<file path="config.mk">
export PLATFORM = sky130hd
export DESIGN_NAME = rx_ring_dma
export DESIGN_NICKNAME = d
export VERILOG_FILES = /design/src/rtl/rx_ring_dma.sv
export SDC_FILE = /design/constraint.sdc
export NUM_CORES = 1
export LEC_CHECK = 0
export ABC_CLOCK_PERIOD_IN_PS = 2500
export BUFFER_PORTS_ARGS = -buffer_cell sky130_fd_sc_hd__buf_4
export CAP_MARGIN = 5
export CORE_MARGIN = 3
export CORE_UTILIZATION = 55
export CTS_BUF_LIST = sky130_fd_sc_hd__clkbuf_4 sky130_fd_sc_hd__clkbuf_8
export CTS_CLUSTER_SIZE = 30
export DETAILED_ROUTE_END_ITERATION = 10
export PLACE_DENSITY = 0.92
export SETUP_SLACK_MARGIN = 0.4
export SYNTH_ARGS = -nofsm -noshare
export SYNTH_HDL_FRONTEND = slang
export SYNTH_SLANG_ARGS = --single-unit
</file>
<file path="constraint.sdc">
create_clock -name clk -period 2.5 [get_ports clk]
set_input_delay 0.125 -clock clk [delete_from_list [all_inputs] [get_ports clk]]
set_output_delay 0.125 -clock clk [all_outputs]
set_load 0.03 [all_outputs]
</file>
<file path="src/rtl/rx_ring_dma.sv">
module rx_ring_dma #(
  parameter int AW        = 32,
  parameter int BUF_BYTES = 1540,
  parameter int LEN_W     = 11,
  parameter int RING_BITS = 10
) (
  input  logic          clk,
  input  logic          rst_n,
  input  logic          base_we,
  input  logic [AW-1:0] base_wdata,
  input  logic          rx_en_set,
  output logic          rx_en,
  output logic [AW-1:0] desc_ptr,
  input  logic          in_valid,
  input  logic [7:0]    in_data,
  input  logic          in_last,
  input  logic          in_err_align,
  input  logic          in_err_overrun,
  input  logic          in_err_crc,
  output logic          in_ready,
  output logic          mem_req,
  output logic          mem_we,
  output logic [AW-1:0] mem_addr,
  output logic [31:0]   mem_wdata,
  input  logic [31:0]   mem_rdata
);
  localparam int OWN_B  = LEN_W;
  localparam int WRAP_B = LEN_W + 1;
  localparam int LONG_B = LEN_W + 2;
  localparam int ALN_B  = LEN_W + 3;
  localparam int OVR_B  = LEN_W + 4;
  localparam int CRC_B  = LEN_W + 5;
  localparam logic [RING_BITS-1:0] DESC_STEP = RING_BITS'(8);
  localparam logic [LEN_W-1:0]     BUF_LIM   = LEN_W'(BUF_BYTES);

  typedef enum logic [2:0] {S_IDLE, S_STAT, S_ADDR, S_DATA, S_WB, S_DROP} st_t;

  st_t             state;
  logic [AW-1:0]   base, buf_q;
  logic [LEN_W-1:0] cnt;
  logic [31:0]     pw;
  logic            wrap_q, too_long;
  logic [2:0]      flags;

  logic            take, room, data_wr;
  logic [1:0]      lane;
  logic [31:0]     word_now, status_wb;
  logic [AW-1:0]   next_ptr, win_mask;

  assign win_mask = {{(AW-RING_BITS){1'b1}}, {RING_BITS{1'b0}}};
  assign in_ready = (state == S_DATA) || (state == S_DROP) || (state == S_IDLE && !rx_en);
  assign take     = in_valid && in_ready;
  assign room     = cnt < BUF_LIM;
  assign lane     = cnt[1:0];
  assign word_now = pw | (32'(in_data) << {~lane, 3'b000});
  assign data_wr  = (state == S_DATA) && take && room && (lane == 2'd3 || in_last);
  assign next_ptr = wrap_q ? base : {desc_ptr[AW-1:RING_BITS], desc_ptr[RING_BITS-1:0] + DESC_STEP};

  always_comb begin
    status_wb = '0;
    status_wb[LEN_W-1:0] = cnt;
    status_wb[WRAP_B] = wrap_q;
    status_wb[LONG_B] = too_long;
    status_wb[ALN_B]  = flags[0];
    status_wb[OVR_B]  = flags[1];
    status_wb[CRC_B]  = flags[2];
  end

  always_comb begin
    mem_req = 1'b0;
    mem_we = 1'b0;
    mem_addr = desc_ptr;
    mem_wdata = status_wb;
    case (state)
      S_IDLE: mem_req = rx_en && in_valid;
      S_STAT: begin
        mem_req = mem_rdata[OWN_B];
        mem_addr = desc_ptr + AW'(4);
      end
      S_DATA: begin
        mem_req = data_wr;
        mem_we = data_wr;
        mem_addr = buf_q + AW'({cnt[LEN_W-1:2], 2'b00});
        mem_wdata = word_now;
      end
      S_WB: begin
        mem_req = 1'b1;
        mem_we = 1'b1;
      end
      default: ;
    endcase
  end

  always_ff @(posedge clk) begin
    if (!rst_n) begin
      state <= S_IDLE;
      base <= '0;
      desc_ptr <= '0;
      rx_en <= 1'b0;
      buf_q <= '0;
      cnt <= '0;
      pw <= '0;
      wrap_q <= 1'b0;
      too_long <= 1'b0;
      flags <= '0;
    end else begin
      if (rx_en_set) rx_en <= 1'b1;
      case (state)
        S_IDLE: begin
          if (base_we) begin
            base <= base_wdata & win_mask;
            desc_ptr <= base_wdata & win_mask;
          end
          if (!rx_en) begin
            if (take && !in_last) state <= S_DROP;
          end else if (in_valid) state <= S_STAT;
        end
        S_STAT: begin
          if (!mem_rdata[OWN_B]) begin
            rx_en <= 1'b0;
            state <= S_DROP;
          end else begin
            wrap_q <= mem_rdata[WRAP_B];
            state <= S_ADDR;
          end
        end
        S_ADDR: begin
          buf_q <= mem_rdata & {{(AW-2){1'b1}}, 2'b00};
          cnt <= '0;
          pw <= '0;
          too_long <= 1'b0;
          state <= S_DATA;
        end
        S_DATA: begin
          if (take) begin
            if (room) begin
              cnt <= cnt + 1'b1;
              pw <= (lane == 2'd3) ? 32'd0 : word_now;
            end else too_long <= 1'b1;
            if (in_last) begin
              flags <= {in_err_crc, in_err_overrun, in_err_align};
              state <= S_WB;
            end
          end
        end
        S_WB: begin
          desc_ptr <= next_ptr;
          state <= S_IDLE;
        end
        S_DROP: if (take && in_last) state <= S_IDLE;
        default: state <= S_IDLE;
      endcase
    end
  end

  a_r3_wb_releases: assert property (@(posedge clk) disable iff (!rst_n)
    state == S_WB |-> mem_we && !mem_wdata[OWN_B] && mem_addr == desc_ptr);
  a_r4_inside_buffer: assert property (@(posedge clk) disable iff (!rst_n)
    (state == S_DATA && mem_we) |-> (mem_addr - buf_q) < AW'(BUF_BYTES));
  a_r1_enable_drop: assert property (@(posedge clk) disable iff (!rst_n)
    $fell(rx_en) |-> $past(state) == S_STAT && !$past(mem_rdata[OWN_B]));
  a_r6_window: assert property (@(posedge clk) disable iff (!rst_n)
    desc_ptr[AW-1:RING_BITS] == base[AW-1:RING_BITS]);
  a_r8_quiet_when_off: assert property (@(posedge clk) disable iff (!rst_n)
    (state == S_IDLE && !rx_en) |-> !mem_req);
endmodule

</file>
==> results.md <==
STA:
- The worst hold slack across all endpoints is 119 ps.
- In the finished design, the share of the clock period the worst path needs comes to 1.19.
- The setup TNS is -7120 ps.
- After layout, the minimum clock period comes to 2970 ps.
- The final number of setup-violating endpoints is 25.
- Setup repair after global routing could not meet its margin everywhere.
- The final count of pins violating max slew is 0.
- The count of endpoints failing hold in the final timing report is 0.
- In the post-route analysis, the smallest setup slack over all paths is -471 ps.
- For the final database, setup skew stands at 10.8 ps.
- The transition at the pin with the smallest max-transition slack is 619 ps.
- The max-slew headroom at the worst pin is 0.586.
- The timing-limited maximum frequency is 337 MHz.

Logic synthesis:
- The synthesized netlist occupies a cell area of 6680 um^2.
- The gate count of the mapped netlist is 898.
- The prevailing post-synth register cell is sky130_fd_sc_hd__dfxtp_1.
- The mean instance size in the synthesized netlist is 7.44 um^2.
- The dominant combinational cell family by area after synthesis is simple AND/OR/NAND/NOR gates.
- The post-synthesis compound-gate area fraction is 0.232.
- The share of synthesized area occupied by flip-flops and latches is 0.399.
- Of the total synthesized cell area, the portion taken by full adders, half adders and majority gates is 0.0236.
- The post-synthesis share of cell area spent on xor and xnor gates is 0.0459.
- Of the post-synthesis cell area, the part taken by muxes is 0.00449.
- The number of synthesized flops with an enable pin is 0.
- The proportion of synthesized flip-flops having asynchronous set or reset is 0.
- The simple-gate area share of the yosys netlist is 0.247.
- Counting distinct cell types in the post-synthesis netlist gives 56.
- The Yosys warning count is 0.
- The count of state elements after synthesis is 133.

Placed design:
- Prior to clock tree synthesis, the placed netlist has a worst setup slack of 83.5 ps.
- The wire-length estimate of the detail-placed layout is 14000 um.
- Once placement completed, the tool counted placed cells totaling 1165.
- The area after detailed placement is 8120 um^2.
- At the end of routability-driven placement, the weighted congestion stood at 0.927.
- The number of buffers inserted by port buffering is 163.

Global routing:
- For this run, global-route usage on met3 was measured as 0.0699.
- The number of global-route vias before repair is 7177.
- Entering global routing, the biggest net connects 45 pins.
- The number of antenna violations at the first check in global routing came to 0.
- The global route total overflow is 0.
- The peak-usage layer in the global routing report is met2.
- The global-route track usage on met1 is 0.446.
- The met2 layer usage reported by global route is 0.545.
- The first global-routing pass estimated 36800 um of wire.
- Across every metal layer, demand over resource in global routing totals 0.346.

Power:
- Of the total power, combinational logic draws 0.355.
- Summed over all nets, the switching power comes to 2.78 mW.
- The worst ir drop on vdd is 496 uV.
- Summed over all cells, the static leakage comes to 3.75 nW.
- Power comes to 6.71 mW.
- The clock network fraction of design power is 0.259.
- The net switching share of the total power is 0.415.
- The share of total power dissipated in sequential elements is 0.387.
- Dividing total power by cell area gives a power density of 693 nW/um^2.
- Cell internal power was estimated by the tool at 3.93 mW.

Status:
- The flow ran to the end, but the final reports show violations.
- The checks that failed: setup timing.

Floorplanning:
- For this design the top-level I/O count stands at 181.
- The die height is 116 um.
- Measured along the x axis, the die boundary spans 116 um.
- The number of rows created at floorplan is 39.
- The effective utilization at floorplan is 0.573.
- The core area is 11700 um^2.
- The overall die area is 13500 um^2.

CTS:
- The total number of clock tree sinks is 133.
- The cell sitting at the root of the clock tree is a sky130_fd_sc_hd__clkbuf_8.
- The latest clock arrival within the worst-skew pair is 450 ps.
- Clock-pin slew was measured on the worst setup and hold paths at 90 ps.
- The clock tree from TritonCTS is yes.
- The H-tree depth is 4.
- The clock passes through at most 2 buffers.
- Buffers inserted during clock tree synthesis total 17.

Setup path:
- The launch instance of the worst register-to-register path is cnt[2].
- The data arrival time of the worst path is 2850 ps.
- By startpoint and endpoint, the worst setup path is classified as register to primary output.
- The worst endpoint required time is 2380 ps.
- The capturing element type of the critical path is a primary output.
- In this run the worst path has a maximum fanout of 7.
- The nature of the critical path startpoint is a register.
- The first element of the critical path is buf_q[2].

Route:
- After detailed routing, the average wire length per cell comes to 21.1 um.
- The average via count per standard cell is 6.38.
- The total number of vias is 8215.
- The final layout contains routed wiring with a total length of 27200 um.
- For this run, the detailed router's first-pass iteration total came to 8.
- The detailed router finished its first iteration with 1470 violations.
- The final routed DRC violation total is 0.
- The remaining antenna violation count after routing is 0.

Worst hold path:
- The worst hold path begins at in_last.
- The path class of the tightest hold or removal check is input port to register.

Final layout:
- At the end of the flow the core is filled with cells to 0.829.
- The final cell count without fillers is 1287.
- The total inserted antenna cells is 0.
- In the final layout, the share of cells above drive strength 1 is 0.292.
- The area growth from synthesis to layout is 44.8%.
- The number of nets in the layout is 1224.
- The final instance area is 9670 um^2.

Run:
- The tool flagged a number of max-cap violations equal to 0.
==> power by group through the flow <==
stage	clock network (mW)	registers (mW)	logic (mW)
after detailed placement	0	2.59	2.08
after global routing	1.81	2.60	2.51
final	1.73	2.59	2.38
after global placement	0	2.58	2.04
after CTS	1.70	2.55	2.20
after floorplan	0	2.67	1.25
==> synthesized netlist by cell type, types with 8 or more instances <==
cell / n / area, um^2
sky130_fd_sc_hd__clkbuf_1: 39 / 146
sky130_fd_sc_hd__buf_2: 15 / 75.1
sky130_fd_sc_hd__inv_1: 8 / 30.0
sky130_fd_sc_hd__xnor2_1: 23 / 201
sky130_fd_sc_hd__a21boi_0: 33 / 248
sky130_fd_sc_hd__o21ai_1: 12 / 60.1
sky130_fd_sc_hd__dfxtp_1: 133 / 2660
sky130_fd_sc_hd__nand2_1: 218 / 818
sky130_fd_sc_hd__nor4_1: 17 / 106
sky130_fd_sc_hd__nor2_1: 85 / 319
sky130_fd_sc_hd__o21ai_0: 45 / 225
sky130_fd_sc_hd__nor3_1: 10 / 50.1
sky130_fd_sc_hd__and2_1: 8 / 50.1
sky130_fd_sc_hd__a211oi_1: 11 / 82.6
sky130_fd_sc_hd__a21oi_1: 102 / 510
sky130_fd_sc_hd__ha_1: 11 / 138
sky130_fd_sc_hd__xor2_1: 12 / 105
sky130_fd_sc_hd__a31oi_1: 26 / 163
==> cell families (layout without fill, tap and decap cells) <==
group	Yosys count	count (layout)
and+or+nand+nor	381	381
AOI/OAI and AO/OA	258	258
DFF	133	133
buffers and inverters	75	317
xor gates and xnor gates	35	35
adders and majority gates	12	12
muxes	3	3
other	1	5
==> flip-flops by register name, summed over array words and instances (netlist names) <==
signal,flops
buf_q,30
base,22
pw,32
state,3
flags,3
rx_en,1
wrap_q,1
desc_ptr,29
cnt,11
too_long,1
==> final cells by class <==
class / instances / area (um^2)
Clock inverter: 15 / 133
Clock buffer: 17 / 234
Tap cell: 143 / 179
Inverter: 9 / 33.8
Timing Repair Buffer: 276 / 2300
Sequential cell: 133 / 2690
Fill cell: 608 / 1990
Multi-Input combinational cell: 694 / 4100
==> layer usage <==
layer,part of all wire,vias to the layer above
met5,0,-
met4,0.078,0
met3,0.11,221
met2,0.45,712
met1,0.36,3751
li1,-,3531
==> path summary, 6_finish.rpt <==
kind | depth (start not counted) | to | slack [ps]
max | 10 | mem_addr[26] | -470
min | 4 | state[1] | 120
max reg2reg | 7 | pw[9] | 190
min reg2reg | 2 | base[12] | 460
==> cells in the final DEF (no fill, tap or decap), types with 6 or more instances in the layout <==
cell type / Yosys / final
sky130_fd_sc_hd__inv_6: 0 / 6
sky130_fd_sc_hd__a21boi_0: 33 / 31
sky130_fd_sc_hd__ha_4: 0 / 7
sky130_fd_sc_hd__buf_6: 0 / 15
sky130_fd_sc_hd__xor2_1: 12 / 12
sky130_fd_sc_hd__a21oi_1: 102 / 96
sky130_fd_sc_hd__nor3_1: 10 / 9
sky130_fd_sc_hd__dfxtp_1: 133 / 116
sky130_fd_sc_hd__and2_1: 8 / 9
sky130_fd_sc_hd__dfxtp_2: 0 / 13
sky130_fd_sc_hd__dlygate4sd3_1: 0 / 65
sky130_fd_sc_hd__nand2_1: 218 / 216
sky130_fd_sc_hd__xnor2_1: 23 / 20
sky130_fd_sc_hd__inv_1: 8 / 7
sky130_fd_sc_hd__nor4_1: 17 / 16
sky130_fd_sc_hd__o21ai_0: 45 / 24
sky130_fd_sc_hd__buf_4: 6 / 195
sky130_fd_sc_hd__o21ai_1: 12 / 13
sky130_fd_sc_hd__o21ai_2: 3 / 22
sky130_fd_sc_hd__a31oi_1: 26 / 26
sky130_fd_sc_hd__nor2_1: 85 / 83
sky130_fd_sc_hd__nand4_1: 7 / 7
sky130_fd_sc_hd__clkbuf_8: 0 / 17
sky130_fd_sc_hd__nand3_1: 7 / 7
==> timing repair <==
| item | CTS | global route |
|---|---|---|
| pin swaps | 15 | 19 |
| hold buffers | 65 | 0 |
| endpoints found under the hold margin | 96 | 0 |
| setup buffers | 7 | 18 |
| endpoints found under the setup margin | 63 | 94 |
| resized for setup | 35 | 55 |
==> worst max-delay path, stage by stage, from the launching register on <==
cell and delay [ps]:
sky130_fd_sc_hd__dfxtp_2 360, sky130_fd_sc_hd__ha_4 160, sky130_fd_sc_hd__inv_2 40, sky130_fd_sc_hd__fa_2 370, sky130_fd_sc_hd__nor2b_4 140, sky130_fd_sc_hd__o31a_1 270
sky130_fd_sc_hd__o21ai_4 150, sky130_fd_sc_hd__a2111oi_4 420, sky130_fd_sc_hd__xnor2_1 160, sky130_fd_sc_hd__o21ai_2 170, sky130_fd_sc_hd__buf_6 150
Note: power is estimated with default switching activity, not from simulation.
